===== src/rtl/victim_select.sv =====
module victim_select #(
  parameter int NSETS  = 128,
  parameter int ADDR_W = 32,
  localparam int OFFS_W = 5,
  localparam int IDX_W  = $clog2(NSETS),
  localparam int TAG_W  = ADDR_W - IDX_W - OFFS_W
) (
  input  logic               clk,
  input  logic               rst_n,
  input  logic               fill_req,
  input  logic [IDX_W-1:0]   fill_idx,
  input  logic [3:0]         set_valid,
  input  logic [3:0]         set_dirty,
  input  logic [4*TAG_W-1:0] way_tags,
  input  logic               wb_done,
  output logic [1:0]         victim_way,
  output logic               wb_req,
  output logic [ADDR_W-1:0]  wb_addr,
  output logic [7:0]         wb_be,
  output logic               fill_grant
);

  typedef enum logic [1:0] {S_IDLE, S_WB, S_GRANT} st_t;

  st_t        st;
  logic [1:0] rr_ptr [NSETS];
  logic [1:0] free_way, pick_way;
  logic       full_set, accept, need_wb;

  always_comb begin
    free_way = 2'd0;
    for (int i = 3; i >= 0; i--)
      if (!set_valid[i]) free_way = 2'(i);
  end

  assign full_set = &set_valid;
  assign pick_way = full_set ? rr_ptr[fill_idx] : free_way;
  assign need_wb  = set_valid[pick_way] & set_dirty[pick_way];
  assign accept   = fill_req && (st == S_IDLE);

  assign wb_req     = (st == S_WB);
  assign fill_grant = (st == S_GRANT);
  assign wb_be      = wb_req ? 8'hFF : 8'h00;

  always_ff @(posedge clk) begin
    if (!rst_n) begin
      st         <= S_IDLE;
      victim_way <= 2'd0;
      wb_addr    <= '0;
      for (int s = 0; s < NSETS; s++) rr_ptr[s] <= 2'd0;
    end else begin
      case (st)
        S_IDLE: if (accept) begin
          victim_way <= pick_way;
          wb_addr    <= {way_tags[pick_way*TAG_W +: TAG_W], fill_idx, {OFFS_W{1'b0}}};
          if (full_set) rr_ptr[fill_idx] <= rr_ptr[fill_idx] + 2'd1;
          st <= need_wb ? S_WB : S_GRANT;
        end
        S_WB:    if (wb_done) st <= S_GRANT;
        S_GRANT: st <= S_IDLE;
        default: st <= S_IDLE;
      endcase
    end
  end

endmodule



===== config.mk =====
export PLATFORM = sky130hd
export DESIGN_NAME = victim_select
export DESIGN_NICKNAME = d
export VERILOG_FILES = /design/src/rtl/victim_select.sv
export SDC_FILE = /design/constraint.sdc
export NUM_CORES = 1
export LEC_CHECK = 0
export ABC_AREA = 1
export ABC_CLOCK_PERIOD_IN_PS = 2900
export BUFFER_PORTS_ARGS = -buffer_cell sky130_fd_sc_hd__buf_2
export CAP_MARGIN = 15
export CORE_UTILIZATION = 60
export CTS_BUF_LIST = sky130_fd_sc_hd__clkbuf_16
export DETAILED_ROUTE_END_ITERATION = 12
export PLACE_DENSITY = 0.81
export SETUP_SLACK_MARGIN = 0.5
export SYNTH_ARGS = -nofsm -noshare
export SYNTH_HDL_FRONTEND = slang
export SYNTH_SLANG_ARGS = --single-unit

===== constraint.sdc =====
create_clock -name clk -period 2.9 [get_ports clk]
set_clock_uncertainty 0.2 [all_clocks]
set_input_delay 0.435 -clock clk [delete_from_list [all_inputs] [get_ports clk]]
set_output_delay 0.435 -clock clk [all_outputs]
set_load 0.01 [all_outputs]

==> Yosys cells after proc, flatten, opt, wreduce, memory -nomap -nowiden <==
Memory sizes are Yosys's and may differ from the RTL's.
Index checks and enable logic that the tools add are counted.
Widths: inputs -> output; s select.
{ "op_classes": {"mux": 23, "add_sub_neg": 1, "div_mod_pow": 0, "n_shift": 1, "n_lt_le_gt_ge": 1, "n_mul": 1, "bitwise_logic": 1, "n_reduce_logical": 6, "eq_ne": 4} }
{ "ops": {"columns": ["op", "count"], "rows": [
  ["$shiftx 80x8->20", 1],
  ["$mux 2", 9],
  ["$mux 1", 9],
  ["$mux 8", 1],
  ["$mux 7", 1],
  ["$mul 2x3->5 const B", 1],
  ["$bmux 1 s2", 2],
  ["$ne 2x2->1 const B", 2],
  ["$pmux 2 s2", 1],
  ["$reduce_and 2->1", 2],
  ["$reduce_and 4->1", 1],
  ["$lt 2x3->1 const B", 1],
  ["$add 2x1->2 const B", 1],
  ["$eq 2x1->1 const B", 1],
  ["$eq 2x2->1 const B", 1],
  ["$logic_not 2->1", 1],
  ["$reduce_or 2->1", 1],
  ["$and 1x1->1", 1],
  ["$logic_and 1x1->1", 1]
]} }
{ "word_totals": {"ramBits": 256, "n_memories": 1, "regBits": 31, "latch_bits": 0, "word_cells": 42, "romBits": 0} }
{ "mem_list": {"columns": ["memory", "depth", "width", "read_ports", "rd_ports_with_merged_regs", "wr", "line", "text"], "rows": [
  ["rr_ptr", 128, 2, 1, 0, 128, "26", "logic [1:0] rr_ptr [NSETS];"]
]} }

==> Logic depth before layout (Yosys ltp) <==
{ "logic_depth": {"depth_word": 11, "depth_mapped": 22, "ltp_nobuf": 19} }

==> Worst setup path before layout <==
Ideal clock, no wire load.
{ "synth_timing": {"path_type": "in2reg", "startpoint": "in fill_idx[0]", "endpoint": "mem rr_ptr[120][1] (data pin)", "t_arrival_ps": 2125, "cell_stages": 18, "path_slack_ps": 321, "required_time_ps": 2446, "cell_sequence": "buf_6 -> inv_4 -> buf_8 -> buf_6 -> buf_6 -> nor2_1 -> o21ai_1 -> nand2_1 -> nand2_1 -> nand2_1 -> nand2_1 -> nand2_1 -> o21ai_1 -> nand3_2 -> xor2_2 -> buf_2 -> buf_6 -> nor2_1"} }
{ "synth_lines": {"columns": ["item", "line", "text"], "rows": [
  ["start, declared", "11", "input logic [IDX_W-1:0] fill_idx,"],
  ["end, declared", "26", null]
]} }

==> Worst setup path after layout <==
{ "layout_timing": {"startpoint": "in fill_idx[0]", "endpoint": "reg wb_addr[30]"} }
{ "layout_via": {"elab_chain_len": 4} }
{ "layout_rtl": {"columns": ["item", "line", "text"], "rows": [
  ["$mem_v2 128x2", null, null],
  ["$mux 2", "37", "assign pick_way = full_set ? rr_ptr[fill_idx] : free_way;"],
  ["$mul 2x3->5", "55", "wb_addr <= {way_tags[pick_way*TAG_W +: TAG_W], fill_idx, {OFFS_W{1'b0}}};"],
  ["$shiftx 80x8->20", "55", null],
  ["end signal, assigned", "55", null],
  ["end, declared", "18", "output logic [ADDR_W-1:0] wb_addr,"]
]} }
Every way passes these cells.
A chain may end at the register's enable or synchronous reset.

==> flow_summary.yaml <==
clock_network:
  clk_pin_slew_ns: 0.06
  clk-insertion-delay-late_ns: 0.56
  cts.root.buffer_cell: "clkbuf_16"
  clockBufferDepth: 3
  cts.sink_count: 287
  tritoncts: "yes"
  clock_tree.htree_level_count: 1
  cts-buffers-inserted: 29
synthesis:
  synth_cells: 1917
  syn_avg_cell_area_um2: 7.89
  postSynthRegisterBits: 287
  synth.yosys.warnings: 0
  ys_types: 30
  syn_std_cell_area_mm2: 0.0151
  synth-seq-area-share_pct: 54.9
power:
  power_report.internal_total_w: 0.00719
  power-per-cell-area_mw_per_mm2: 532
  worst_ir_drop_vdd_mv: 0.527
  share_clk_of_total_power_pct: 33.4
  power_switching_w: 0.00281
  pwr-share-comb_pct: 19.7
  power.share.switching_pct: 28.1
  sequentialPowerShare_pct: 46.9
  total_leakage_power_nw: 8.61
routing:
  vias_per_inst: 6.00
  drcViolationCount: 0
  postRouteAntennaNets: 0
  detail_route.iter0.violations: 2047
  routed-via-count: 14800
  route.final.wire_length_um: 49100
  detail_route.wl_per_cell_um: 19.9
  drt_pass1_iterations: 8
critical_path:
  timing.setup.critical_path_class: "primary input to flop"
  path_buf_inv: 7
  critPathRequiredTime_ns: 3.12
  crit_path_max_delay_family: "buffers and inverters"
  crit_path_max_incr_delay_ns: 0.29
  worstPathMaxFanout: 8
  arrival_ns: 2.92
  worstSetupStartpointType: "primary input"
  end_kind: "flop"
  timing.critical_path.cells: "buf_16, clkinv_16, buf_12, buf_8, buf_4, nor2_1, o21ai_1, nand2_1, nand2_1, nand2_1, nand2_1, nand2_1, o21ai_2, nand3_4, buf_6, a21oi_4, buf_6, nand3_2, nand3_2, a21oi_2"
  cp_slowest_cell: "a21oi_4"
  cp_common_cell: "nand2_1"
placed_design:
  dp_slack_ns: -0.267
  gpl.final_weighted_congestion: 0.945
  place.detailed.hpwl_um: 27300
  portBuffers: 137
  placedCellCount: 2353
run:
  maxCapViolations: 0
finish:
  utilization_pct: 76.7
  antenna-diode-count: 0
  final_layout_size_suffix_gt1_share_pct: 21.3
  finalNetCount: 2214
  layout.cells.non_filler: 2461
  area_growth_from_synthesis_to_layout_pct: 24.4
  fillers: 1550
outcome:
  status: "finished clean"
sta:
  fmax_mhz: 370
  rsz_0062_raised_after_global_routing: "yes"
  timing.slew.headroom_pct: 33.8
  timing.final.hold_violations: 0
  final.period_utilization_pct: 93.2
  final_max_slew_viol_count: 0
  final.setup.worst_slack_ns: 0.197
  worst_margin_pin_slew_ns: 0.993
  fin_crit_ns: 2.70
  setup_viol_count_final: 0
floorplan:
  floorplan.die_area_mm2: 0.0259
  floorplan.die.width_um: 161
  die_span_y_um: 161
  core-area_mm2: 0.0245
  floorplan.initialDensity_pct: 61.7
  fp-row-count: 57
  boundaryPins: 143
grt:
  grt_start_max_net_pins: 81
  wire_length_of_the_first_global_routing_pass_um: 69200
  total_grt_usage_pct: 34.5
  antenna_violations_before_repair: 0
  overflow: 0
  first_global_vias: 13800
worst_hold_path:
  min_path_type: "primary input to flop"
logic make-up after synthesis:
kind of cell | Yosys count | synth area share (%)
AND/OR/NAND/NOR | 1301 | 34.0
flip-flops | 287 | 54.9
buffers and inverters | 222 | 7.49
AO/OA/AOI/OAI | 105 | 3.50
XOR/XNOR | 1 | 0.108
other | 1 | 0.0248
registers in the layout (all words and copies together) (netlist names):
signal,flops
wb_addr,27
rr_ptr,256
st,2
victim_way,2
cells in the final DEF (no fill, tap or decap), types with 3 or more instances in the layout:
cell	n
buf_6	15
inv_2	5
dfxtp_1	31
buf_2	135
nand3_1	102
clkinv_2	7
o21ai_2	4
clkbuf_16	41
edfxtp_1	256
nor3_2	5
nor2_2	12
buf_8	7
buf_16	9
nand2_4	3
a21oi_1	13
nor2_4	5
buf_12	22
nand2_1	669
nand2_2	25
inv_1	95
clkinv_1	3
o21ai_1	46
buf_4	93
nand3_2	37
nand3_4	3
conb_1	5
nor2_1	430
o21ai_0	28
a21oi_2	13
synthesized netlist by cell type:
cell type	n	area, um^2
a21oi_1	26	130
a21oi_2	1	8.76
buf_1	7	26.3
buf_2	43	215
buf_4	36	270
buf_6	13	146
buf_8	1	15.0
clkbuf_1	33	124
clkinv_1	1	3.75
conb_1	1	3.75
dfxtp_1	31	621
edfxtp_1	256	7690
inv_1	82	308
inv_2	5	18.8
inv_4	1	6.26
nand2_1	696	2610
nand2_2	2	12.5
nand2_4	1	11.3
nand3_1	141	706
nand3_2	1	10.0
nand4_4	1	21.3
nor2_1	441	1660
nor2_2	6	37.5
nor3_1	7	35.0
nor4_2	1	12.5
o21ai_0	53	265
o21ai_1	25	125
or2_1	2	12.5
or2_2	2	12.5
xor2_2	1	16.3
metrics by stage:
step                      hold slack [ns]  total power [W]  TNS, ns  instance area (um^2)
after floorplan                     0.283          0.00571        0                 15300
after global placement              0.249          0.00613   -28.71                 16600
after detailed placement            0.255          0.00615   -35.58                 16600
after CTS                          0.0363          0.00967        0                 18000
after global routing               0.0635           0.0103        0                 18800
final                              0.0533           0.0100        0                 18800
worst min-delay path, stage by stage:
cell	delay, ns
buf_2	0.15
o21ai_0	0.10
nor2_1	0.08
power by group through the flow:
stage / clock network (W) / logic, W / registers [W]
detailed placement: 0 / 0.00138 / 0.00477
finish: 0.00334 / 0.00198 / 0.00469
global route: 0.00349 / 0.00207 / 0.00470
CTS: 0.00331 / 0.00167 / 0.00469
global placement: 0 / 0.00136 / 0.00477
floorplan: 0 / 0.000937 / 0.00477
path summary, 6_finish.rpt:
path,start,endpoint,slack (ns),cells after the start
max reg2reg,rr_ptr[52][0]$_SDFFCE_PN0P_,wb_addr[29]$_SDFFE_PN0P_,0.28,16
min reg2reg,wb_addr[19]$_SDFFE_PN0P_,wb_addr[19]$_SDFFE_PN0P_,0.26,2
min,fill_idx[5],wb_addr[10]$_SDFFE_PN0P_,0.05,3
max,fill_idx[0],wb_addr[30]$_SDFFE_PN0P_,0.20,20
what timing repair did:
item | 4_1_cts | 5_1_grt
gates resized for setup | 66 | 127
hold endpoints to repair | 3 | 0
setup buffers | 16 | 14
pin swaps | 6 | 44
endpoints found under the setup margin | 368 | 531
hold buffers | 2 | 0
cloned | 10 | 13
layer usage:
layer	vias to the layer above	wire, um	part of all wire [%]	GRT usage, %
met5	-	0	0	0
met4	0	3460	7.0	22.9
met2	1231	23400	48	58.1
met3	318	6450	13	6.97
met1	6717	15800	32	40.1
li1	6510	-	-	-
final cells by class:
cell class / instances / area, um^2 / area share, %
Tap cell: 324 / 405 / 2.15
Clock buffer: 29 / 726 / 3.86
Multi-Input combinational cell: 1412 / 6220 / 33.1
Timing Repair Buffer: 296 / 2690 / 14.3
Sequential cell: 287 / 8310 / 44.2
Clock inverter: 24 / 98.8 / 0.525
Inverter: 89 / 369 / 1.96
Note: power is estimated with default switching activity, not from simulation.
